--- config.mk ---
export PLATFORM = sky130hd
export DESIGN_NAME = otp_param_store
export DESIGN_NICKNAME = d
export VERILOG_FILES = /design/src/rtl/otp_store_pkg.sv /design/src/rtl/otp_store_ctrl.sv /design/src/rtl/otp_store_datapath.sv /design/src/rtl/otp_param_store.sv
export SDC_FILE = /design/constraint.sdc
export NUM_CORES = 1
export LEC_CHECK = 0
export ABC_AREA = 1
export ABC_CLOCK_PERIOD_IN_PS = 2800
export BUFFER_PORTS_ARGS = -buffer_cell sky130_fd_sc_hd__buf_2
export CAP_MARGIN = 20
export CORE_MARGIN = 5
export CORE_UTILIZATION = 40
export CTS_BUF_LIST = sky130_fd_sc_hd__clkbuf_16
export CTS_CLUSTER_SIZE = 20
export DETAILED_ROUTE_END_ITERATION = 12
export PLACE_DENSITY_LB_ADDON = 0.15
export SYNTH_ARGS = -nofsm -noshare
export SYNTH_HDL_FRONTEND = slang
export SYNTH_SLANG_ARGS = --single-unit
--- constraint.sdc ---
create_clock -name clk -period 2.8 [get_ports clk]
set_input_delay 0.28 -clock clk [delete_from_list [all_inputs] [get_ports clk]]
set_output_delay 0.28 -clock clk [all_outputs]
set_load 0.02 [all_outputs]
--- src/rtl/otp_store_pkg.sv ---
package otp_store_pkg;
  localparam int REG_W = 16;
  localparam int REG_N = 16;
  localparam int IDX_W = $clog2(REG_N);

  typedef struct packed {
    logic             shWr;
    logic             otpProg;
    logic [IDX_W-1:0] idx;
  } ctrlStrobe_t;

  function automatic logic isUserReg(input logic [IDX_W-1:0] i);
    return (i <= IDX_W'(3)) || (i == IDX_W'(7));
  endfunction

  function automatic logic isChipId(input logic [IDX_W-1:0] i);
    return i[IDX_W-1];
  endfunction

  function automatic logic [REG_W-1:0] factoryWord(input logic [REG_W-1:0] seed,
                                                   input logic [IDX_W-1:0] i);
    logic [REG_W-1:0] wi;
    wi = REG_W'(i);
    if (isUserReg(i)) return '0;
    if (isChipId(i)) return 16'h8000 | ((seed + wi * 16'h1357) & 16'h7FFF);
    return 16'h8000 | ((seed ^ (wi * 16'h0111)) & 16'h7FFF);
  endfunction
endpackage

--- src/rtl/otp_store_ctrl.sv ---
module otp_store_ctrl
  import otp_store_pkg::*;
#(
  parameter int ADDR_W      = 6,
  parameter int BUSY_CYCLES = 8
) (
  input  logic              clk,
  input  logic              rstN,
  input  logic              vmodeEn,
  input  logic [ADDR_W-1:0] addr,
  input  logic              wrEn,
  input  logic              progEn,
  input  logic [REG_N-1:0]  inhibit,
  output ctrlStrobe_t       strobe,
  output logic              busy
);
  localparam int CNT_W = $clog2(BUSY_CYCLES + 1);

  logic [CNT_W-1:0] busyCnt;
  logic [IDX_W-1:0] idx;
  logic             inBank, isShadow, progOk, wrOk;

  assign idx      = addr[IDX_W-1:0];
  assign inBank   = (addr >> (IDX_W + 1)) == '0;
  assign isShadow = inBank && addr[IDX_W];
  assign busy     = busyCnt != '0;

  // A program command beats a write in the same cycle.
  assign progOk = rstN && progEn && !busy && inBank && isUserReg(idx) && !inhibit[idx];
  assign wrOk   = rstN && wrEn && !progEn && !busy && isShadow && isUserReg(idx)
                  && (!inhibit[idx] || vmodeEn);

  always_comb begin
    strobe.shWr    = wrOk;
    strobe.otpProg = progOk;
    strobe.idx     = idx;
  end

  always_ff @(posedge clk) begin
    if (!rstN)       busyCnt <= '0;
    else if (progOk) busyCnt <= CNT_W'(BUSY_CYCLES);
    else if (busy)   busyCnt <= busyCnt - 1'b1;
  end
endmodule

--- src/rtl/otp_store_datapath.sv ---
module otp_store_datapath
  import otp_store_pkg::*;
#(
  parameter int              ADDR_W = 6,
  parameter logic [REG_W-1:0] SEED  = 16'h5A3C
) (
  input  logic              clk,
  input  logic              rstN,
  input  logic [ADDR_W-1:0] addr,
  input  logic [REG_W-1:0]  wrData,
  input  ctrlStrobe_t       strobe,
  output logic [REG_N-1:0]  inhibit,
  output logic [REG_W-1:0]  rdData
);
  logic [REG_W-1:0] otpMem [REG_N];
  logic [REG_W-1:0] shadowMem [REG_N];
  logic [IDX_W-1:0] rdIdx;

  // Factory image of the set-once bank; it is never reset afterwards.
  initial begin
    for (int i = 0; i < REG_N; i++) otpMem[i] = factoryWord(SEED, IDX_W'(i));
  end

  always_ff @(posedge clk) begin
    if (strobe.otpProg) otpMem[strobe.idx] <= shadowMem[strobe.idx] | 16'h8000;
  end

  always_ff @(posedge clk) begin
    if (!rstN) begin
      for (int i = 0; i < REG_N; i++)
        shadowMem[i] <= isChipId(IDX_W'(i)) ? '0 : otpMem[i];
    end else if (strobe.shWr) begin
      shadowMem[strobe.idx] <= wrData;
    end
  end

  generate
    for (genvar g = 0; g < REG_N; g++) begin : g_inh
      assign inhibit[g] = otpMem[g][REG_W-1];
    end
  endgenerate

  assign rdIdx = addr[IDX_W-1:0];

  always_comb begin
    if ((addr >> (IDX_W + 1)) != '0) rdData = '0;
    else if (addr[IDX_W])             rdData = shadowMem[rdIdx];
    else                              rdData = otpMem[rdIdx];
  end
endmodule

--- src/rtl/otp_param_store.sv ---
module otp_param_store
  import otp_store_pkg::*;
#(
  parameter int              ADDR_W      = 6,
  parameter int              BUSY_CYCLES = 8,
  parameter logic [REG_W-1:0] SEED       = 16'h5A3C
) (
  input  logic              clk,
  input  logic              rstN,
  input  logic              vmodeEn,
  input  logic [ADDR_W-1:0] addr,
  input  logic [REG_W-1:0]  wrData,
  input  logic              wrEn,
  input  logic              progEn,
  output logic [REG_W-1:0]  rdData,
  output logic              busy
);
  ctrlStrobe_t      strobe;
  logic [REG_N-1:0] inhibit;

  otp_store_ctrl #(.ADDR_W(ADDR_W), .BUSY_CYCLES(BUSY_CYCLES)) u_ctrl (
    .clk(clk), .rstN(rstN), .vmodeEn(vmodeEn), .addr(addr), .wrEn(wrEn),
    .progEn(progEn), .inhibit(inhibit), .strobe(strobe), .busy(busy)
  );

  otp_store_datapath #(.ADDR_W(ADDR_W), .SEED(SEED)) u_dp (
    .clk(clk), .rstN(rstN), .addr(addr), .wrData(wrData), .strobe(strobe),
    .inhibit(inhibit), .rdData(rdData)
  );
endmodule

# Word-level counts from Yosys, hierarchy flattened
# Memory sizes are Yosys's and may differ from the RTL's.
# Cells that the tools add are included.
[op_classes] n_reduce_logical=22 magnitude_cmp=2 n_eq_ne=1 bitwise_logic=1 add_sub_neg=1 n_mux=15
[op_table] operator="16-bit two-way mux" count=3
[op_table] operator="16-bit OR reduction" count=1
[op_table] operator="1-bit logical AND" count=12
[op_table] operator="4-bit two-way mux" count=3
[op_table] operator="1-bit two-way mux" count=8
[op_table] operator="6-bit logical NOT" count=1
[op_table] operator="4-bit by 5-bit less-than comparator with 1-bit output, second input constant" count=1
[op_table] operator="1-bit binary-select mux with 4-bit select" count=1
[op_table] operator="4-bit by 3-bit equality test with 1-bit output, second input constant" count=1
[op_table] operator="4-bit by 2-bit less-or-equal comparator with 1-bit output, second input constant" count=1
[op_table] operator="4-bit nonzero test" count=1
[op_table] operator="4-bit by 1-bit subtractor with 4-bit output, second input constant" count=1
[op_table] operator="1-bit logical NOT" count=3
[op_table] operator="1-bit logical OR" count=2
[op_table] operator="2-bit nonzero test" count=1
[op_table] operator="2-bit OR reduction" count=1
[op_table] operator="1-bit NOT" count=1
[totals] register_bits=4 memories=2 output_inout_bits=17 inputBits=27 elab_cells=46 mem_bits_rw=512
[mem_list] memory="u_dp.otpMem" words=16 word_bits=16 read_ports=17 rd_ports_with_merged_regs=0 wr=1 line_no="otp_store_datapath.sv:15" text="logic [REG_W-1:0] otpMem [REG_N];"
[mem_list] memory="u_dp.shadowMem" words=16 word_bits=16 read_ports=1 rd_ports_with_merged_regs=0 wr=16 line_no="otp_store_datapath.sv:16" text="logic [REG_W-1:0] shadowMem [REG_N];"

# Depth between registers and ports, before layout
# Gate-level depths: netlist of the first run.
[logic_depth] word_depth=11 ltp_mapped=12 mapped_depth_nobuf=9

# Hierarchy
# A second synthesis of the first run with hierarchy kept.
[hier_totals] hier_cells=2601 area_unflattened_um2=24457.2
[by_module_without_submodules] mod="otp_store_datapath" cells_each=2506 area_per_inst_um2=23917.9 instances=1 seq_area_each_um2=15044.4
[by_module_without_submodules] mod="otp_store_ctrl" cells_each=95 area_per_inst_um2=539.3 instances=1 seq_area_each_um2=80.1

# Least setup slack after synthesis of the first run
# OpenSTA, ideal clock, no wires.
[synth_path] path_kind="register -> register" startpoint="register u_ctrl.busyCnt[0]" endpoint="memory u_dp.otpMem[3][0] (enable)" synth_period_minus_slack_ns=2.729 stages_incl_launch_ff=9 t_required_ns=2.391 setup_ns=0.409 arrival_time_ns=2.320 path_buffers=0 slack_ns=0.071 path_cell_list="dfxtp_1 inv_1 ha_1 nand2_1 nor2_2 nand3_1 nor2_1 nand3_1 nor3_1"
[synth_between] elab_chain_len=8
[synth_lines] element="start, declared" line_no="otp_store_ctrl.sv:19" text="logic [CNT_W-1:0] busyCnt;"
[synth_lines] element="start signal, assigned" line_no="otp_store_ctrl.sv:41" text="else if (progOk) busyCnt <= CNT_W'(BUSY_CYCLES);"
[synth_lines] element="start signal, assigned" line_no="otp_store_ctrl.sv:42" text="else if (busy) busyCnt <= busyCnt - 1'b1;"
[synth_lines] element="4-bit nonzero test" line_no="otp_store_ctrl.sv:26" text="assign busy = busyCnt != '0;"
[synth_lines] element="1-bit logical NOT" line_no="otp_store_ctrl.sv:29" text="assign progOk = rstN && progEn && !busy && inBank && isUserReg(idx) && !inhibit[idx];"
[synth_lines] element="1-bit logical AND (4 in a row)" line_no="otp_store_ctrl.sv:29"
[synth_lines] element="1-bit two-way mux" line_no="otp_store_datapath.sv:25" text="if (strobe.otpProg) otpMem[strobe.idx] <= shadowMem[strobe.idx] | 16'h8000;"
[synth_lines] element="1-bit two-way mux (not written as such)" line_no="otp_store_datapath.sv:25"
[synth_lines] element="end, declared" line_no="otp_store_datapath.sv:15"
# Every way passes these cells.

==> results of run 1 <==
-- path summary, 6_finish.rpt --
| kind | to | start | cells past startpoint | slack, ns |
|---|---|---|---|---|
| hold reg to reg | u_dp.shadowMem[6][1] | u_dp.otpMem[6][1] | 0 | 0.45 |
| hold / removal | u_dp.shadowMem[0][11] | wrData[11] | 3 | 0.11 |
| setup reg to reg | u_dp.shadowMem[7][0] | u_ctrl.busyCnt[0] | 10 | 0.25 |
| setup / recovery | u_dp.shadowMem[7][0] | u_ctrl.busyCnt[0] | 10 | 0.25 |
-- power by group through the flow --
stage | Combinational (mW) | Sequential (mW) | Clock [mW]
2_1_floorplan | 1.03 | 9.23 | 0
3_3_place_gp | 1.61 | 9.25 | 0
3_5_place_dp | 1.63 | 9.27 | 0
4_1_cts | 1.64 | 9.11 | 6.87
5_1_grt | 1.85 | 9.16 | 7.19
6_report | 1.64 | 9.11 | 6.71
-- state kept, by name, indices dropped and copies added, names as in the netlist --
register	count
u_ctrl.busyCnt	4
u_dp.otpMem	245
u_dp.shadowMem	256
-- critical path, cell delays in order (launching register included) --
cell and delay [ns]:
dfxtp_1 0.29, inv_1 0.15, ha_1 0.17, nand2_1 0.06
nor2_2 0.24, nand3_1 0.26, a21oi_4 0.31, buf_4 0.24
nand3_4 0.08, nand2_1 0.08, buf_4 0.33
-- cells by family (layout without fill, tap and decap cells) --
family,after synthesis,after routing,synth area share
other cells,2,302,0.0003396
flops,505,505,0.6840
fa+ha+maj,2,2,0.001131
compound gates,37,37,0.008544
buf+inv,192,252,0.03576
simple gates,1476,1476,0.2698
xor+xnor,1,1,0.0003962
-- cell type report --
class                           count  area, µm²
Clock buffer                       57       1426
Multi-Input combinational cell   1817       7340
Fill cell                        5214      28840
Inverter                           31      123.9
Timing Repair Buffer              121      969.7
Sequential cell                   505      15120
Antenna cell                        1      2.502
Clock inverter                     43      225.2
Tap cell                          748      935.9
-- through the flow --
stage | area (µm²) | power [mW] | utilization
after floorplan | 23230 | 10.26 | -
after global placement | 24490 | 10.85 | 0.4455
after detailed placement | 24490 | 10.90 | 0.4455
after CTS | 26150 | 17.62 | 0.4755
after global routing | 26150 | 18.20 | 0.4755
final | 26150 | 17.45 | 0.4755
-- metal layers --
| metal | vias to the layer above | global-route usage |
|---|---|---|
| li1 | 7691 | - |
| met1 | 7484 | 0.2876 |
| met2 | 492 | 0.3005 |
| met3 | 105 | 0.04159 |
| met4 | 0 | 0.04967 |
| met5 | - | 0 |
-- placed cells by master, fill, tap and decap left out --
cell,count
nor2_2,4
nand3_4,3
a21oi_1,3
a21oi_4,1
inv_4,1
bufinv_16,2
nor2_4,1
inv_2,4
inv_6,1
nand3_2,3
dfxtp_1,4
nor2_1,17
conb_1,301
edfxtp_1,501
buf_12,13
clkbuf_16,57
buf_6,1
diode_2,1
clkinv_1,20
nand4_1,95
clkinv_2,9
or2_4,1
nand3_1,86
nand2_1,1263
buf_2,42
o21ai_0,33
nand2_2,2
ha_1,2
nor3_2,1
buf_4,65
inv_1,37
xor2_1,1
==> results.py, run 1 <==
metrics = {
    "routing": {
        "first_pass_iters": 5,
        "top_layer_used": "met4",
        "drc": 0,
        "vias": 15772,
        "met3WireLength_um": 4305,
        "antenna_left": 0,
        "route.met2.wl_um": 25580,
        "via_per_inst": 4.746,
        "wl_met1_um": 27320,
        "wire_per_inst_um": 17.62,
        "drt_wl_total_um": 58570,
        "drtIter0Drc": 1296,
    },
    "global_route": {
        "antenna_found_initial": 0,
        "first_global_vias": 15190,
        "grt_max_degree": 75,
        "grt_usage": 0.1963,
        "grt_pass1_wl_um": 90320,
        "overflow": 0,
    },
    "synthesis": {
        "syn_area_mm2": 0.02211,
        "seq_area_frac_synth": 0.6840,
        "synth_edf_count": 501,
        "synth.area.top_cells": "edfxtp_1 68%, nand2_1 21%, nand4_1 2.7%",
        "synth.most_common_cell": "nand2_1",
        "yosysTopAreaCell": "edfxtp_1",
        "synth_top_area_frac": 0.6804,
        "yosys_warnings": 0,
        "yosysUniqueCellTypes": 26,
        "ys_ff_latch": 505,
        "synthArstFlopShare": 0,
        "ys_top_cells_by_count": "1263 x nand2_1, 501 x edfxtp_1, 102 x clkbuf_1",
        "synth_cells": 2215,
        "avgSynthCellArea_um2": 9.983,
        "synth_ff_type": "edfxtp_1",
    },
    "cells_and_area": {
        "fin_nets": 2559,
        "area_growth_pct": 18.25,
        "drive_gt1_frac": 0.08197,
        "final_cells": 3323,
    },
    "cts": {
        "root_buffer": "clkbuf_16",
        "h-tree-depth": 2,
        "tritoncts_num_sinks": 505,
        "numCtsBuffers": 54,
        "cts_tree": "done",
        "cts_resized": 0,
        "clk_pin_slew_ns": 0.06,
        "clkLatencyLatePin_ns": 0.61,
        "post-cts-setup-buffer-count": 0,
        "clock_path_buffers": 3,
        "hold_buffers": 0,
    },
    "pwr": {
        "share_comb_of_total_power": 0.094,
        "powerDensity_mw_per_mm2": 667.5,
        "p_sw_frac": 0.2424,
        "internal-power_mw": 13.22,
        "leakage_nw": 11.62,
        "pwr-share-clk": 0.384,
        "p_switching_mw": 4.230,
        "ir_worst_vdd_uv": 456.9,
        "seq_power_share": 0.522,
    },
    "floorplanning": {
        "initial_core_util": 0.4022,
        "row_count": 86,
        "core-area_mm2": 0.05499,
        "dieArea_mm2": 0.06008,
        "ioPinCount": 44,
        "die_y_um": 245.1,
        "die_w_um": 245.1,
    },
    "job": {
        "drv_cap": 0,
    },
    "timing": {
        "tightest_slew_ns": 1.091,
        "hold_violations": 0,
        "finalCritPeriodShare": 0.9123,
        "finalMaxSlewViolations": 0,
        "tns_ns": 0,
        "setup_slack_ns": 0.2455,
        "max_freq_mhz": 391.5,
        "hold_ws_ns": 0.1145,
        "maxSlewHeadroom": 0.2719,
        "skew_ns": 0.01767,
        "finalSetupViolations": 0,
        "rsz0062_at_grt": "false",
        "finalCriticalPeriod_ns": 2.554,
    },
    "placed_design": {
        "port_buffers": 43,
        "gp_congestion": 0.8418,
        "dpl.hpwl_um": 37860,
        "dp_slack_ns": 0.2532,
        "dpl.cell_count": 3222,
    },
    "critical_path": {
        "cp.arrival_ns": 2.82,
        "cp-end-kind": "flip-flop",
        "cp.required_ns": 3.06,
        "start_kind": "flip-flop",
        "critPathKind": "reg2reg",
        "path_max_fanout": 16,
    },
    "outcome": {
        "status": "finished clean",
    },
    "worst_hold_path": {
        "hold_path_class": "in2reg",
    },
}
No activity file was read; power rests on OpenSTA's default activity.
==> run 2: changes to the inputs <==
- PLACE_DENSITY_LB_ADDON: 0.15 -> unset
- REMOVE_ABC_BUFFERS: unset -> 1
- SKIP_LAST_GASP: unset -> 1
==> results.py, run 2 (synthesized netlist as in run 1, its figures left out) <==
metrics = {
    "outcome": {
        "status": "finished clean",
    },
    "routing": {
        "antenna_left": 0,
        "drc": 0,
        "wire_per_inst_um": 18.30,
        "vias": 15982,
        "via_per_inst": 4.811,
        "first_pass_iters": 5,
        "drtIter0Drc": 1529,
        "drt_wl_total_um": 60800,
    },
    "placed_design": {
        "dpl.hpwl_um": 37420,
        "port_buffers": 43,
        "gp_congestion": 0.8695,
    },
    "timing": {
        "finalSetupViolations": 0,
        "rsz0062_at_grt": "false",
        "skew_ns": 0.01598,
        "finalCritPeriodShare": 0.9340,
        "finalMaxSlewViolations": 0,
        "hold_violations": 0,
        "maxSlewHeadroom": 0.4012,
        "max_freq_mhz": 382.4,
        "tightest_slew_ns": 0.8972,
        "finalCriticalPeriod_ns": 2.615,
    },
    "critical_path": {
        "path_max_fanout": 50,
        "slowest_stage": "buf_4",
        "cp.arrival_ns": 3.08,
        "start_kind": "flip-flop",
        "path_cells": "inv_1, ha_1, nand2_1, nor2_2, nand3_1, a21oi_4, buf_4, nand4_1, nand2_1",
        "max_stage_delay_ns": 0.54,
        "worstReg2RegEnd": "u_dp.shadowMem[1][4]",
        "cp-end-kind": "flip-flop",
        "regToRegStartpoint": "u_ctrl.busyCnt[0]",
        "ff2ff_path_depth": 9,
        "critPathKind": "reg2reg",
        "cp.required_ns": 3.26,
        "cpMostUsedCell": "nand2_1",
        "reg2reg_slack_ns": 0.18,
    },
    "job": {
        "drv_cap": 0,
    },
    "global_route": {
        "antenna_found_initial": 3,
        "overflow": 0,
        "grt_max_degree": 63,
        "grt_pass1_wl_um": 93080,
        "first_global_vias": 15852,
        "grt_usage": 0.2024,
    },
    "floorplanning": {
        "ioPinCount": 44,
        "row_count": 86,
        "core-area_mm2": 0.05499,
        "initial_core_util": 0.4022,
        "dieArea_mm2": 0.06008,
        "die_w_um": 245.1,
        "die_y_um": 245.1,
    },
    "pwr": {
        "internal-power_mw": 12.99,
        "ir_worst_vdd_uv": 477.2,
        "power_mw": 17.18,
        "powerDensity_mw_per_mm2": 659.3,
        "seq_power_share": 0.531,
        "p_switching_mw": 4.197,
        "pwr-share-clk": 0.376,
        "p_sw_frac": 0.2442,
        "share_comb_of_total_power": 0.093,
        "leakage_nw": 11.58,
    },
    "cells_and_area": {
        "layout_commonest_cell": "nand2_1",
        "fill_cells": 5190,
        "drive_gt1_frac": 0.07932,
        "layout_common_cells": "1263 x nand2_1, 501 x edfxtp_1, 301 x conb_1",
        "top_regs": "u_dp.shadowMem x256, u_dp.otpMem x245, u_ctrl.busyCnt x4",
        "largest_reg_flops": 256,
        "largest-register": "u_dp.shadowMem",
        "area_growth_pct": 17.88,
        "utilization": 0.4741,
        "fin_nets": 2559,
    },
    "cts": {
        "tritoncts_num_sinks": 505,
        "clkLatencyLatePin_ns": 0.61,
        "numCtsBuffers": 54,
        "cts_resized": 0,
        "hold_buffers": 0,
        "clk_pin_slew_ns": 0.06,
        "clock_path_buffers": 3,
        "cts_tree": "done",
        "root_buffer": "clkbuf_16",
        "h-tree-depth": 2,
        "post-cts-setup-buffer-count": 0,
    },
    "worst_hold_path": {
        "hold_path_class": "in2reg",
        "hold_path_end": "u_dp.shadowMem[1][15]",
        "whs_path_depth": 3,
        "hp-start": "wrData[15]",
    },
}
## run 2: changes by cell type in the layout (fill, tap and decap cells not counted), sizes merged
cell	change
diode	+1
inv	+8
bufinv	-1
clkinv	-7
clkbuf	-2
## run 2: power groups by stage
stage                     Combinational [mW]  Sequential [mW]  Clock, mW
final                                   1.60             9.12       6.46
after global routing                    1.81             9.16       6.92
after CTS                               1.60             9.12       6.60
after detailed placement                1.60             9.28          0
after global placement                  1.57             9.25          0
after floorplan                        0.925             9.23          0
## run 2: how the worst max path moves through the flow
stage | cells past startpoint | end | from | slack (ns)
after floorplan | 5 | u_dp.shadowMem[1][0] | addr[2] | -1.94
after global placement | 10 | u_dp.otpMem[7][6] | addr[1] | 0.29
after detailed placement | 10 | u_dp.otpMem[7][0] | addr[1] | 0.26
after CTS | 9 | u_dp.shadowMem[1][8] | u_ctrl.busyCnt[0] | 0.27
after global routing | 9 | u_dp.shadowMem[3][9] | u_ctrl.busyCnt[0] | 0.08
final | 9 | u_dp.shadowMem[1][4] | u_ctrl.busyCnt[0] | 0.18
## run 2: cell type report
cell class | count | area (µm²) | area share
well taps | 748 | 935.9 | 0.03590
diodes | 2 | 5.005 | 0.0001920
flip-flops and latches | 505 | 15120 | 0.5802
multi-input cells | 1817 | 7362 | 0.2824
clock buffers | 55 | 1376 | 0.05280
repair buffers | 121 | 944.7 | 0.03624
inverters | 31 | 123.9 | 0.004752
clock inverters | 43 | 193.9 | 0.007440
## run 2: metrics by stage
step / hold slack [ns] / setup slack, ns / cell area, µm² / TNS [ns] / instances
floorplan: 0.4268 / -1.941 / 22560 / -389.02 / 2353
global placement: 0.4276 / 0.2880 / 24490 / 0 / 3222
detailed placement: 0.4325 / 0.2609 / 24490 / 0 / 3222
CTS: 0.04215 / 0.2673 / 26060 / 0 / 3320
global route: 0.07872 / 0.07933 / 26060 / 0 / 3320
finish: 0.07510 / 0.1847 / 26070 / 0 / 3322
## run 2: metal layers
metal	vias to the layer above	GRT usage	part of all wire
met5	-	0	0.00012
met4	2	0.06898	0.036
met3	111	0.04693	0.079
met2	542	0.3344	0.47
met1	7644	0.2648	0.41
li1	7683	-	-
## run 2: critical path, delay by kind of cell (launching register included)
kind | cells | cell delay (ns)
flops | 1 | 0.30
simple gates | 5 | 0.85
compound gates | 1 | 0.39
fa+ha+maj | 1 | 0.19
buf+inv | 2 | 0.68
